File: src/rtl/ls_pkg.sv
package ls_pkg;
  // Resolved per-cycle strobes from the control to the datapath
  typedef struct packed {
    logic clr;
    logic ld;
    logic shift;
    logic arith;
    logic sub;
    logic cin;
  } ls_strobe_t;
endpackage

File: src/rtl/ls_ctrl.sv
module ls_ctrl
  import ls_pkg::*;
(
  input  logic       syncClear,
  input  logic       syncLoad,
  input  logic       chainEn,
  input  logic       arithMode,
  input  logic       addSub,
  input  logic       carryIn,
  output ls_strobe_t strobe
);
  always_comb begin
    strobe.clr   = syncClear;
    strobe.ld    = syncLoad & ~syncClear;
    strobe.shift = chainEn & ~syncLoad & ~syncClear;
    strobe.arith = arithMode;
    strobe.sub   = addSub;
    // subtraction needs +1 after inverting the operand
    strobe.cin   = addSub ? 1'b1 : carryIn;
  end

  always_comb begin
    assert ($onehot0({strobe.clr, strobe.ld, strobe.shift}))
      else $error("AST_ONE_OVERRIDE violated");
  end
endmodule

File: src/rtl/ls_cell.sv
module ls_cell
  import ls_pkg::*;
#(
  parameter int LUT_W = 16
) (
  input  logic             clk,
  input  logic             rstN,
  input  logic [LUT_W-1:0] lutMask,
  input  logic             a,
  input  logic             b,
  input  logic             c,
  input  logic             d,
  input  logic             cIn,
  input  logic             prevQ,
  input  ls_strobe_t       strobe,
  output logic             cOut,
  output logic             q
);
  logic aEff, prop;
  logic sum0, sum1, car0, car1;
  logic lutOut, sumSel, nextQ;

  always_comb begin
    aEff   = a ^ strobe.sub;
    lutOut = lutMask[{d, c, b, aEff}];
    prop   = aEff ^ b;
    // both outcomes prepared ahead of the incoming carry
    sum0   = prop;
    sum1   = ~prop;
    car0   = aEff & b;
    car1   = aEff | b;
    sumSel = cIn ? sum1 : sum0;
    cOut   = cIn ? car1 : car0;
  end

  always_comb begin
    if (strobe.clr)        nextQ = 1'b0;
    else if (strobe.ld)    nextQ = d;
    else if (strobe.shift) nextQ = prevQ;
    else if (strobe.arith) nextQ = sumSel;
    else                   nextQ = lutOut;
  end

  always_ff @(posedge clk or negedge rstN) begin
    if (!rstN) q <= 1'b0;
    else       q <= nextQ;
  end
endmodule

File: src/rtl/ls_datapath.sv
module ls_datapath
  import ls_pkg::*;
#(
  parameter int CELLS = 10,
  parameter int LUT_W = 16
) (
  input  logic                   clk,
  input  logic                   rstN,
  input  logic [CELLS*LUT_W-1:0] lutCfg,
  input  logic [CELLS-1:0]       dataA,
  input  logic [CELLS-1:0]       dataB,
  input  logic [CELLS-1:0]       dataC,
  input  logic [CELLS-1:0]       dataD,
  input  logic                   chainIn,
  input  ls_strobe_t             strobe,
  output logic [CELLS-1:0]       regOut,
  output logic                   carryOut
);
  logic [CELLS:0]   carry;
  logic [CELLS-1:0] prevQ;

  assign carry[0] = strobe.cin;
  assign prevQ    = {regOut[CELLS-2:0], chainIn};
  assign carryOut = carry[CELLS];

  for (genvar i = 0; i < CELLS; i++) begin : g_cell
    ls_cell #(.LUT_W(LUT_W)) u_cell (
      .clk    (clk),
      .rstN   (rstN),
      .lutMask(lutCfg[i*LUT_W +: LUT_W]),
      .a      (dataA[i]),
      .b      (dataB[i]),
      .c      (dataC[i]),
      .d      (dataD[i]),
      .cIn    (carry[i]),
      .prevQ  (prevQ[i]),
      .strobe (strobe),
      .cOut   (carry[i+1]),
      .q      (regOut[i])
    );
  end

  // arithmetic reference for the checks only
  logic [CELLS:0] refSum;
  assign refSum = {1'b0, dataA ^ {CELLS{strobe.sub}}} + {1'b0, dataB} + {{CELLS{1'b0}}, strobe.cin};

  AST_CLEAR_WINS: assert property (@(posedge clk) disable iff (!rstN)
    strobe.clr |=> regOut == '0) else $error("AST_CLEAR_WINS");
  AST_LOAD_D: assert property (@(posedge clk) disable iff (!rstN)
    strobe.ld |=> regOut == $past(dataD)) else $error("AST_LOAD_D");
  AST_SHIFT_CHAIN: assert property (@(posedge clk) disable iff (!rstN)
    strobe.shift |=> regOut == {$past(regOut[CELLS-2:0]), $past(chainIn)}) else $error("AST_SHIFT_CHAIN");
  AST_ARITH_SUM: assert property (@(posedge clk) disable iff (!rstN)
    (strobe.arith && !strobe.clr && !strobe.ld && !strobe.shift) |=> regOut == $past(refSum[CELLS-1:0]))
    else $error("AST_ARITH_SUM");
  AST_CARRY_OUT: assert property (@(posedge clk) disable iff (!rstN)
    carryOut == refSum[CELLS]) else $error("AST_CARRY_OUT");
  AST_SUB_EQUAL: assert property (@(posedge clk) disable iff (!rstN)
    (strobe.sub && dataA == dataB) |-> carryOut) else $error("AST_SUB_EQUAL");
endmodule

File: src/rtl/addsub_slice.sv
module addsub_slice
  import ls_pkg::*;
#(
  parameter int CELLS = 10,
  parameter int LUT_W = 16
) (
  input  logic                   clk,
  input  logic                   rstN,
  input  logic [CELLS*LUT_W-1:0] lutCfg,
  input  logic [CELLS-1:0]       dataA,
  input  logic [CELLS-1:0]       dataB,
  input  logic [CELLS-1:0]       dataC,
  input  logic [CELLS-1:0]       dataD,
  input  logic                   arithMode,
  input  logic                   addSub,
  input  logic                   carryIn,
  input  logic                   syncLoad,
  input  logic                   syncClear,
  input  logic                   chainEn,
  input  logic                   chainIn,
  output logic [CELLS-1:0]       regOut,
  output logic                   carryOut,
  output logic                   chainOut
);
  ls_strobe_t strobe;

  ls_ctrl u_ctrl (
    .syncClear(syncClear),
    .syncLoad (syncLoad),
    .chainEn  (chainEn),
    .arithMode(arithMode),
    .addSub   (addSub),
    .carryIn  (carryIn),
    .strobe   (strobe)
  );

  ls_datapath #(.CELLS(CELLS), .LUT_W(LUT_W)) u_dp (
    .clk     (clk),
    .rstN    (rstN),
    .lutCfg  (lutCfg),
    .dataA   (dataA),
    .dataB   (dataB),
    .dataC   (dataC),
    .dataD   (dataD),
    .chainIn (chainIn),
    .strobe  (strobe),
    .regOut  (regOut),
    .carryOut(carryOut)
  );

  assign chainOut = regOut[CELLS-1];

  AST_RESET_ZERO: assert property (@(posedge clk) !rstN |-> regOut == '0)
    else $error("AST_RESET_ZERO");
endmodule

File: config.mk
export PLATFORM = sky130hd
export DESIGN_NAME = addsub_slice
export DESIGN_NICKNAME = d
export VERILOG_FILES = /design/src/rtl/ls_pkg.sv /design/src/rtl/ls_ctrl.sv /design/src/rtl/ls_cell.sv /design/src/rtl/ls_datapath.sv /design/src/rtl/addsub_slice.sv
export SDC_FILE = /design/constraint.sdc
export NUM_CORES = 1
export LEC_CHECK = 0
export ABC_CLOCK_PERIOD_IN_PS = 3580
export BUFFER_PORTS_ARGS = -buffer_cell sky130_fd_sc_hd__buf_2
export CAP_MARGIN = 10
export CORE_AREA = 2 2 85 87
export CTS_CLUSTER_SIZE = 28
export DETAILED_ROUTE_END_ITERATION = 12
export DIE_AREA = 0 0 87 89
export PLACE_DENSITY_LB_ADDON = 0.05
export SLEW_MARGIN = 15
export SYNTH_ARGS = -nofsm -noshare
export SYNTH_HDL_FRONTEND = slang
export SYNTH_SLANG_ARGS = --single-unit
File: constraint.sdc
create_clock -name clk -period 3.58 [get_ports clk]
set_input_delay 0.179 -clock clk [delete_from_list [all_inputs] [get_ports clk]]
set_output_delay 0.179 -clock clk [all_outputs]
set_load 0.02 [all_outputs]
Word level (Yosys, flattened, before mapping)
Index checks and enable logic that the tools add are counted.

Flip-flop bits (word level): 10. Input port bits: 209. Output and inout bits: 12.

$lt $le $gt $ge: 10. Bitwise operators: 55. Multiplexer cells: 81.

Operators by type and width (number): 2-to-1 mux 1 bit (71); less-than comparator 4 x 5 -> 1 bit, second input constant (10); binary-select mux 1 bit (select 4 bit) (10); XOR 1 bit (20); bitwise AND 1 bit (13); NOT 1 bit (12); bitwise OR 1 bit (10).

Longest topological paths before layout
Gate-level depths: netlist of run 1.

Word-level depth: 16. Mapped depth: 13. Gate-level depth less buffers: 12.

Hierarchy
Synthesis of run 1 repeated with hierarchy kept, for this count alone.

Cell total of the unflattened synthesis: 277. Area total of the unflattened synthesis: 2895.3 um^2.

By module, submodules not included: ls_cell (area each 284.0 um^2, sequential area each 25.0 um^2, instances 10, cells an instance 27); ls_ctrl (area each 47.5 um^2, sequential area each 0.0 um^2, instances 1, cells an instance 6); addsub_slice (area each 7.5 um^2, sequential area each 0.0 um^2, instances 1, cells an instance 1).

Worst setup path before layout of run 1
OpenSTA, ideal clock, no wires.

Kind: input port to output port. Start point: input port addSub. End point: output port carryOut. Cell stages on the path: 13. Slack: 173 ps. Required time: 3401 ps. Arrival time: 3228 ps. Cell sequence: buf_4 > xnor2_1 > inv_1 > ha_1 > nor3_1 > or2_1 > a221oi_1 > nor2_1 > a21oi_1 > a2111o_1 > and2_1 > a21oi_1 > mux2i_1.

Longest elaborated chain between the ends: 12.

RTL lines: start: declaration (RTL line addsub_slice.sv:15) `input logic addSub,`; XOR 1 bit (RTL line ls_cell.sv:24) `aEff = a ^ strobe.sub;`; bitwise AND 1 bit or bitwise OR 1 bit (tied branches) (RTL line ls_cell.sv:30, ls_cell.sv:31); 2-to-1 mux 1 bit (9 in a row) (RTL line ls_cell.sv:33) `cOut = cIn ? car1 : car0;`; 2-to-1 mux 1 bit (*) (RTL line ls_cell.sv:33); end: declaration (RTL line addsub_slice.sv:22) `output logic carryOut,`.

Every way passes the cells marked *; elsewhere a longest branch is shown, timed or not.

Worst setup path in the final report of run 1
Same ends and word-level chain as after synthesis.

==> results of run 1 <==
-- logic make-up (layout without fill, tap and decap cells) --
group	Yosys count	in the layout	share of synthesized area (%)
muxes	57	57	45.42
and+or+nand+nor	50	50	9.872
buffers and inverters	48	264	8.400
AOI/OAI and AO/OA	47	47	12.01
adders and majority gates	20	20	9.492
xor gates and xnor gates	16	16	5.315
DFF	10	10	9.492
-- power breakdown --
part / switching [mW] / internal [mW]
clock: 0.0527 / 0.0973
sequential: 0.00539 / 0.122
combinational: 0.235 / 0.319
-- timing repair --
item / CTS / global route
setup endpoints to repair: 0 / 1
hold endpoints to repair: 10 / 0
hold buffers: 1 / 0
resized for setup: 0 / 3
-- per-layer routing --
layer,up-vias,global-route usage [%],routed length (µm)
li1,1400,-,-
met1,1391,21.90,2887
met2,121,42.19,4493
met3,12,2.493,549
met4,0,3.835,110
met5,-,0,0
-- placed cells by master, fill, tap and decap left out, drive strengths merged, types with 3 or more instances in the layout --
cell      n
mux4     50
or3       5
xor2     12
clkbuf    4
buf     229
nand3     6
xnor2     4
nor3      3
nor2     18
ha       20
a22oi     3
a21oi    21
o21ai     4
a211oi    3
a221oi    5
dfrtp    10
mux2i     6
inv      30
nand2     5
nor2b     3
-- through the flow --
stage | setup slack (ns) | std cells | hold slack [ns] | instance area (µm²) | total power [mW]
after floorplan | 0.1732 | 248 | -0.1166 | 2636 | 0.4932
after global placement | 0.3117 | 539 | 0.07411 | 3796 | 0.6789
after detailed placement | 0.2059 | 539 | 0.07336 | 3796 | 0.6880
after CTS | 0.1884 | 544 | 0.2022 | 3861 | 0.8451
after global routing | 0.0001177 | 544 | 0.2107 | 3869 | 0.9028
final | 0.2811 | 544 | 0.2045 | 3869 | 0.8321
-- worst paths after layout --
check                                        start                      end  slack, ns  cells past startpoint
min reg2reg                u_dp.g_cell[3].u_cell.q  u_dp.g_cell[4].u_cell.q       0.63                      3
max reg2reg                u_dp.g_cell[6].u_cell.q  u_dp.g_cell[7].u_cell.q       2.69                      4
max                                         addSub                 carryOut       0.28                     14
min                                       dataD[0]  u_dp.g_cell[0].u_cell.q       0.20                      3
max in group asynchronous                     rstN  u_dp.g_cell[1].u_cell.q       3.01                      2
min in group asynchronous                     rstN  u_dp.g_cell[9].u_cell.q       0.35                      2
-- worst max-delay path, cell delays in order --
cell and delay (ns):
buf_2 0.09, buf_4 0.24, xor2_1 0.21, inv_1 0.06
ha_1 0.19, or3_1 0.42, a22oi_1 0.22, nor2_1 0.13
and3_4 0.21, a2111o_1 0.43, and2_1 0.17, a21oi_1 0.18
mux2i_1 0.20, buf_2 0.18
-- area by class of cell --
cell class	count	area, µm²	area share (%)
Multi-Input combinational cell	190	2172	56.14
Timing Repair Buffer	230	1179	30.47
Sequential cell	10	250.2	6.468
Inverter	30	112.6	2.911
Tap cell	80	100.1	2.587
Clock buffer	4	55.05	1.423
==> metrics.md, run 1 <==
| Metric | Value |
|---|---|
| Initial antenna violation count | `0` |
| Synth top area share | `a little over two fifths` |
| Worst min path class | `in -> reg` |
| Synthesis-to-layout area growth | `46.75%` |
| CP Launch Type | `primary input` |
| Skew-Pair Late Insertion Delay | `0.24 ns` |
| Clock root buffer | `clkbuf_8` |
| Drt drc | `0` |
| Wire per inst | `14.78 µm` |
| Die Y | `89 µm` |
| Synth Warn # | `0` |
| Final ANT Viol Nets | `0` |
| Maximum VDD drop | `between 0.1 and 0.15 mV` |
| Synth Cell Area | `0.002636 mm²` |
| Synth cell types | `39` |
| WS Path Type | `in -> out` |
| Required time worst endpoint | `3.40 ns` |
| Synth Net Count | `477` |
| Global-route usage over all layers | `roughly a fifth` |
| IO Count | `221` |
| Vias in the first global route | `about 3,000` |
| Final Hold Fails | `0` |
| Synth top cells by count | `mux4_2, inv_1, a21oi_1` |
| GP Congestion | `0.8743` |
| Die area | `0.007743 mm²` |
| Antenna Cells | `0` |
| Crit-path max FO | `12` |
| TNS Setup | `0 ns` |
| Worst-path clk slew | `about 0.05 ns` |
| Fmax | `a little over 300 MHz` |
| Worst-margin pin slew | `0.7334 ns` |
| Post-layout min period | `3.299 ns` |
| Via count | `2,924` |
| Num CTS Buffers | `3` |
| Via density per instance | `5.375` |
| Outcome | `finished clean` |
| Placement Rows | `30` |
| Crit path DAT | `3.12 ns` |
| Synth area leaders | `mux4_2, dfrtp_1, ha_1` |
| Syn_area_per_cell | `10.63 µm²` |
| Area of the core | `0.006719 mm²` |
| Layout Nets | `694` |
| Largest register FFs | `10` |
| Final Cycle Share | `92.15%` |
| H-Tree Depth | `1` |
| Area leader, netlist | `mux4_2` |
| CP endpoint kind | `output pin` |
| Largest net degree at the start of global routing | `23` |
| Number of synthesized register bits | `10` |
| Clock sink count | `10` |
| Layout cell share with drive strength beyond 1 | `62.50%` |
| Final slew viol count | `0` |
| Endpoints failing setup | `0` |
| RSZ-0062 raised after global routing | `false` |
| Synth Flop Type | `dfrtp_1` |
| Count of flip-flops with a built-in enable after synthesis | `0` |
| Max_slew headroom | `about half` |
| Initial DRC Count | `66` |
| Count leader, synth | `mux4_2` |
| Max Clock Skew | `0.0009766 ns` |
| Post-CTS Setup Inserts | `0` |
| Static Leak | `between 1.5 and 2 nW` |
| Final Util | `a little under three fifths` |
| Final WL | `about 8000 µm` |
| CTS tree | `built` |
| Syn Inst Count | `248` |
| Max capacitance violation total | `0` |
| Most flops, register | `u_dp.g_cell.u_cell.q` |
| Count of input and output buffers | `220` |
| Max Root-Sink Buffers | `2` |
| Pwr Density | `around 220 mW/mm²` |
| Congestion Overflow GR | `0` |
| Post-synth ARST share | `between 90% and 100%` |
| Chip width | `87 µm` |
| Top Registers | `u_dp.g_cell.u_cell.q (10)` |
| Sequential element share of the synthesized area | `9.492%` |
| First-pass GRT wire length | `between 10,000 and 15,000 µm` |
| Drt first pass iters | `4` |
| Fillers | `634` |
| Starting Density | `39.24%` |
| Hpwl dp | `7073 µm` |
No activity file was read; power rests on OpenSTA's default activity.
==> run 2: changes to the inputs <==
ABC_CLOCK_PERIOD_IN_PS = 3200   (was 3580)
clock period = 3.2 ns   (was 3.58 ns; I/O delays follow)
==> run 2 against run 1 <==
Compared with the run above: via count decreased by 0.31%; worst setup slack lost 0.13 ns; clock skew increased by 0.0011 ns; largest power group unchanged; highest routed layer unchanged; final area up 3.7%.
==> metrics.md, run 2 (synthesis results as in run 1) <==
| Metric | Value |
|---|---|
| Max stage delay cell, worst path | `or3_1` |
| Max capacitance violation total | `0` |
| FF+latch area | `250.2 µm²` |
| Placed Cells | `around 550` |
| Placement Rows | `30` |
| Via count | `2,915` |
| Worst min path class | `in -> reg` |
| Top Registers | `u_dp.g_cell.u_cell.q (10)` |
| Count of input and output buffers | `220` |
| Worst-margin pin slew | `roughly 0.72 ns` |
| Fmax | `328.3 MHz` |
| IO Count | `221` |
| Crit path DAT | `2.89 ns` |
| Final Hold Fails | `0` |
| Initial antenna violation count | `0` |
| RSZ-0062 raised after global routing | `false` |
| Max_slew headroom | `51.77%` |
| Clock sink count | `10` |
| Starting Density | `roughly 40%` |
| Most frequent cells in the layout | `buf_2, mux4_2, inv_1, a21oi_1, ha_1` |
| Drt first pass iters | `4` |
| Largest register FFs | `10` |
| Die Y | `89 µm` |
| Final Cycle Share | `95.17%` |
| Final slew viol count | `0` |
| Fin cells | `between 500 and 600` |
| Fillers | `622` |
| Outcome | `finished clean` |
| WS Path Type | `in -> out` |
| Worst-path clk slew | `0.06 ns` |
| Die area | `0.007743 mm²` |
| Crit path cell chain | `buf_2 -> buf_12 -> xor2_2 -> ha_2 -> or3_1 -> a221oi_2 -> nor2_2 -> and3_4 -> a2111o_1 -> and2_1 -> a21oi_2 -> mux2i_2 -> buf_4` |
| Final Cell Area | `0.004011 mm²` |
| TNS Setup | `0 ns` |
| Endpoints failing setup | `0` |
| Commonest non-fill, non-tap cell in the layout | `buf_2` |
| Final ANT Viol Nets | `0` |
| Multi-input logic area | `0.002247 mm²` |
| Reg2Reg Setup Slack | `2.29 ns` |
| Chip width | `just under 90 µm` |
| Hpwl dp | `around 7300 µm` |
| Area of the core | `0.006719 mm²` |
| Final WL | `slightly above 8000 µm` |
| Via density per instance | `5.290` |
| Layout Nets | `701` |
| CP endpoint kind | `output pin` |
| Post-layout min period | `roughly 3.0 ns` |
| Congestion Overflow GR | `0` |
| Drt drc | `0` |
| Placed inst area | `0.003880 mm²` |
| Antenna Cells | `0` |
| Synthesis-to-layout area growth | `52.16%` |
| Num CTS Buffers | `3` |
| CTS tree | `built` |
| Maximum VDD drop | `between 0.09 and 0.1 mV` |
| GP Congestion | `around 0.84` |
| Layout cell share with drive strength beyond 1 | `66.24%` |
| Max Root-Sink Buffers | `2` |
| Most flops, register | `u_dp.g_cell.u_cell.q` |
| Global-route usage over all layers | `20.27%` |
| Crit-path max FO | `11` |
| H-Tree Depth | `1` |
| Vias in the first global route | `2,929` |
| Initial DRC Count | `68` |
| Wire per inst | `15.10 µm` |
| CP Launch Type | `primary input` |
| Clock root buffer | `clkbuf_8` |
| CP max stage delay | `~0.37 ns` |
| First-pass GRT wire length | `between 10,000 and 15,000 µm` |
| Max Clock Skew | `0.002124 ns` |
| Pwr Density | `242.8 mW/mm²` |
| Required time worst endpoint | `3.04 ns` |
| Static Leak | `2.043 nW` |
| Hold Slack | `0.1893 ns` |
| Largest net degree at the start of global routing | `23` |
| Skew-Pair Late Insertion Delay | `around 0.24 ns` |
## run 2: stage by stage
stage | worst slack, ns | power, mW | utilization (%)
2_1_floorplan | 0.02415 | 0.5571 | -
3_3_place_gp | 0.05923 | 0.7808 | 57.75
3_5_place_dp | -0.006361 | 0.7933 | 57.75
4_1_cts | 0.04192 | 0.9647 | 58.77
5_1_grt | 0.003815 | 1.047 | 59.70
6_report | 0.1545 | 0.9739 | 59.70
## run 2: what timing repair did
| item | CTS | global route |
|---|---|---|
| resized for setup | 1 | 15 |
| pin swaps | 0 | 3 |
| hold endpoints to repair | 10 | 0 |
| hold buffers | 1 | 0 |
| endpoints found under the setup margin | 1 | 2 |
| setup buffers | 0 | 1 |
## run 2: cell type report
type,count,area share (%)
multi-input cells,190,56.02
repair buffers,237,31.07
flip-flops and latches,10,6.238
inverters,30,2.807
well taps,80,2.495
clock buffers,4,1.372
## run 2: routing by layer
layer	wire, µm	GRT usage [%]
met1	2950	21.71
met2	4682	41.36
met3	590	2.585
met4	95	5.256
met5	0	0
## run 2: where the power goes
| group | switching, mW | internal (mW) |
|---|---|---|
| Sequential | 0.00628 | 0.137 |
| Combinational | 0.278 | 0.386 |
| Clock | 0.0582 | 0.109 |
## run 2: path summary, 6_finish.rpt
check | endpoint | from | cells past startpoint
max in group asynchronous | u_dp.g_cell[8].u_cell.q | rstN | 2
min in group asynchronous | u_dp.g_cell[6].u_cell.q | rstN | 2
max | carryOut | addSub | 13
max reg2reg | u_dp.g_cell[7].u_cell.q | u_dp.g_cell[6].u_cell.q | 4
min | u_dp.g_cell[5].u_cell.q | dataD[5] | 3
min reg2reg | u_dp.g_cell[4].u_cell.q | u_dp.g_cell[3].u_cell.q | 3
## run 2: critical path, delay by kind of cell
kind / cells / cell delay (ns)
muxes: 1 / 0.23
and+or+nand+nor: 4 / 0.83
buffers and inverters: 3 / 0.47
adders and majority gates: 1 / 0.20
xor gates and xnor gates: 1 / 0.19
AOI/OAI and AO/OA: 3 / 0.82
==> run 3: changes to the inputs <==
CORE_AREA = unset   (was 2 2 85 87)
CORE_MARGIN = 2   (was unset)
CORE_UTILIZATION = 40   (was unset)
DIE_AREA = unset   (was 0 0 87 89)
==> run 3 against run 2 <==
Compared with the run above: register-to-register slack about the same; sequential power about the same; clock-buffer cell count decreased by 1; sequential share of layout area about the same; clock skew decreased by 0.00093 ns; clock power decreased by 23%; power decreased by 4.3%; die area decreased by 6.3%; combinational power decreased by 0.6%; critical path depth unchanged; worst setup slack got worse by 0.022 ns; utilization increased by 3.4 points; critical path type unchanged; largest power group unchanged.
==> metrics.md, run 3 (synthesis results as in run 1) <==
| Metric | Value |
|---|---|
| Die Y | `85.19 µm` |
| Largest net degree at the start of global routing | `23` |
| Most frequent cells in the layout | `buf_2, mux4_2, inv_1, a21oi_1` |
| Power share of the combinational group | `70.9%` |
| Crit path cell chain | `buf_2 -> buf_12 -> xor2_1 -> ha_1 -> or3_1 -> a221oi_2 -> nor2_2 -> and3_4 -> a2111o_1 -> and2_1 -> a21oi_2 -> mux2i_2 -> buf_4` |
| Max capacitance violation total | `0` |
| Post-layout min period | `roughly 3.1 ns` |
| Layout cell share with drive strength beyond 1 | `65.89%` |
| WS Path Type | `in -> out` |
| Synthesis-to-layout area growth | `52.02%` |
| Family with the most delay on the worst path | `simple AND/OR/NAND/NOR gates` |
| Endpoints failing setup | `0` |
| Placed inst area | `0.003884 mm²` |
| Count of input and output buffers | `220` |
| Final ANT Viol Nets | `0` |
| Largest register FFs | `10` |
| CP endpoint kind | `output pin` |
| Worst-margin pin slew | `0.6674 ns` |
| Psw | `0.3249 mW` |
| Hpwl dp | `slightly below 7000 µm` |
| Total power | `roughly 0.93 mW` |
| CP max stage delay | `a little over 0.4 ns` |
| Starting Density | `41.52%` |
| Num CTS Buffers | `3` |
| Global-route usage over all layers | `20.09%` |
| Internal | `between 0.6 and 0.7 mW` |
| Wire per inst | `13.91 µm` |
| Required time worst endpoint | `just over 3 ns` |
| Commonest non-fill, non-tap cell in the layout | `buf_2` |
| CP Launch Type | `primary input` |
| Buf/Inv on CP | `3` |
| Max Clock Skew | `0.001199 ns` |
| Placed Cells | `543` |
| Fin cells | `549` |
| Drt drc | `0` |
| IO Count | `221` |
| Initial DRC Count | `63` |
| Final slew viol count | `0` |
| Worst-path clk slew | `roughly 0.05 ns` |
| Pre-CTS setup slack | `-0.05568 ns` |
| Via density per instance | `5.270` |
| First-pass GRT wire length | `12,020 µm` |
| Maximum VDD drop | `around 0.29 mV` |
| Crit path DAT | `a little under 3 ns` |
| Final Hold Fails | `0` |
| Crit-path max FO | `5` |
| GP Congestion | `0.8130` |
| Clock sink count | `10` |
| Vias in the first global route | `2,975` |
| Layout Nets | `roughly 700` |
| Fin worst setup slack | `0.1328 ns` |
| Final Util | `63.11%` |
| Top Registers | `u_dp.g_cell.u_cell.q (10)` |
| Worst min path class | `in -> reg` |
| Max stage delay cell, worst path | `a2111o_1` |
| Most flops, register | `u_dp.g_cell.u_cell.q` |
| Switching Fraction | `34.87%` |
| Max_slew headroom | `a little under three fifths` |
| Fmax | `326.0 MHz` |
| Reg power frac | `15.3%` |
| Placement Rows | `29` |
| TNS Setup | `0 ns` |
| Congestion Overflow GR | `0` |
| Area of the core | `0.006350 mm²` |
| Clock power frac | `13.8%` |
| H-Tree Depth | `1` |
| Final Cycle Share | `between 90 and 100%` |
| Pwr Density | `232.5 mW/mm²` |
| Max Root-Sink Buffers | `2` |
| Via count | `2,893` |
| Hold Slack | `0.2019 ns` |
| Outcome | `finished clean` |
| Final WL | `7636 µm` |
| CTS tree | `built` |
| Static Leak | `2.048 nW` |
| Clock root buffer | `clkbuf_8` |
| Skew-Pair Late Insertion Delay | `about 0.23 ns` |
| Chip width | `85.19 µm` |
| Drt first pass iters | `4` |
| Initial antenna violation count | `0` |
| Die area | `0.007256 mm²` |
| Antenna Cells | `0` |
| Final Cell Area | `0.004008 mm²` |
run 3: changes by cell type in the layout (fill, tap and decap cells not counted):
cell,before,now
a21oi_1,18,20
a21oi_2,3,1
buf_4,16,18
clkbuf_8,4,3
nor3_1,3,2
nor3_4,0,1
or3_1,4,5
or3_4,1,0
run 3: worst paths after layout:
check	from	to	slack (ns)	cells after the start
max	addSub	carryOut	0.13	13
min	dataD[0]	u_dp.g_cell[0].u_cell.q	0.20	3
max reg2reg	u_dp.g_cell[6].u_cell.q	u_dp.g_cell[7].u_cell.q	2.30	4
min reg2reg	u_dp.g_cell[3].u_cell.q	u_dp.g_cell[4].u_cell.q	0.64	3
max in group asynchronous	rstN	u_dp.g_cell[5].u_cell.q	2.68	2
min in group asynchronous	rstN	u_dp.g_cell[1].u_cell.q	0.32	2
run 3: area by class of cell:
cell class	count	area, µm²
clock buffers	3	41.29
fillers	581	2342
inverters	30	112.6
multi-input cells	190	2246
flip-flops and latches	10	250.2
well taps	77	96.34
repair buffers	239	1261
run 3: worst min-delay path, cell delays in order:
cell	delay [ns]
buf_2	0.10
a21oi_1	0.06
nor2_1	0.07
run 3: metal layers:
metal	global-route usage, %	vias to the layer above	share of wire (%)
met2	38.99	109	55
met1	22.79	1366	37
li1	-	1414	-
met5	0	-	0
met3	4.086	4	7.8
met4	3.319	0	0.35
run 3: power groups by stage:
| stage | clock (mW) | combinational, mW | sequential (mW) |
|---|---|---|---|
| floorplan | 0 | 0.413 | 0.145 |
| global placement | 0 | 0.631 | 0.144 |
| detailed placement | 0 | 0.642 | 0.144 |
| CTS | 0.131 | 0.646 | 0.142 |
| global route | 0.138 | 0.726 | 0.144 |
| finish | 0.129 | 0.660 | 0.142 |
run 3: repair_timing:
action,in CTS,in global routing
hold buffers,1,0
gates resized for setup,2,13
buffers inserted,0,2
endpoints found under the setup margin,1,1
hold endpoints to repair,10,0
pin swaps,0,3
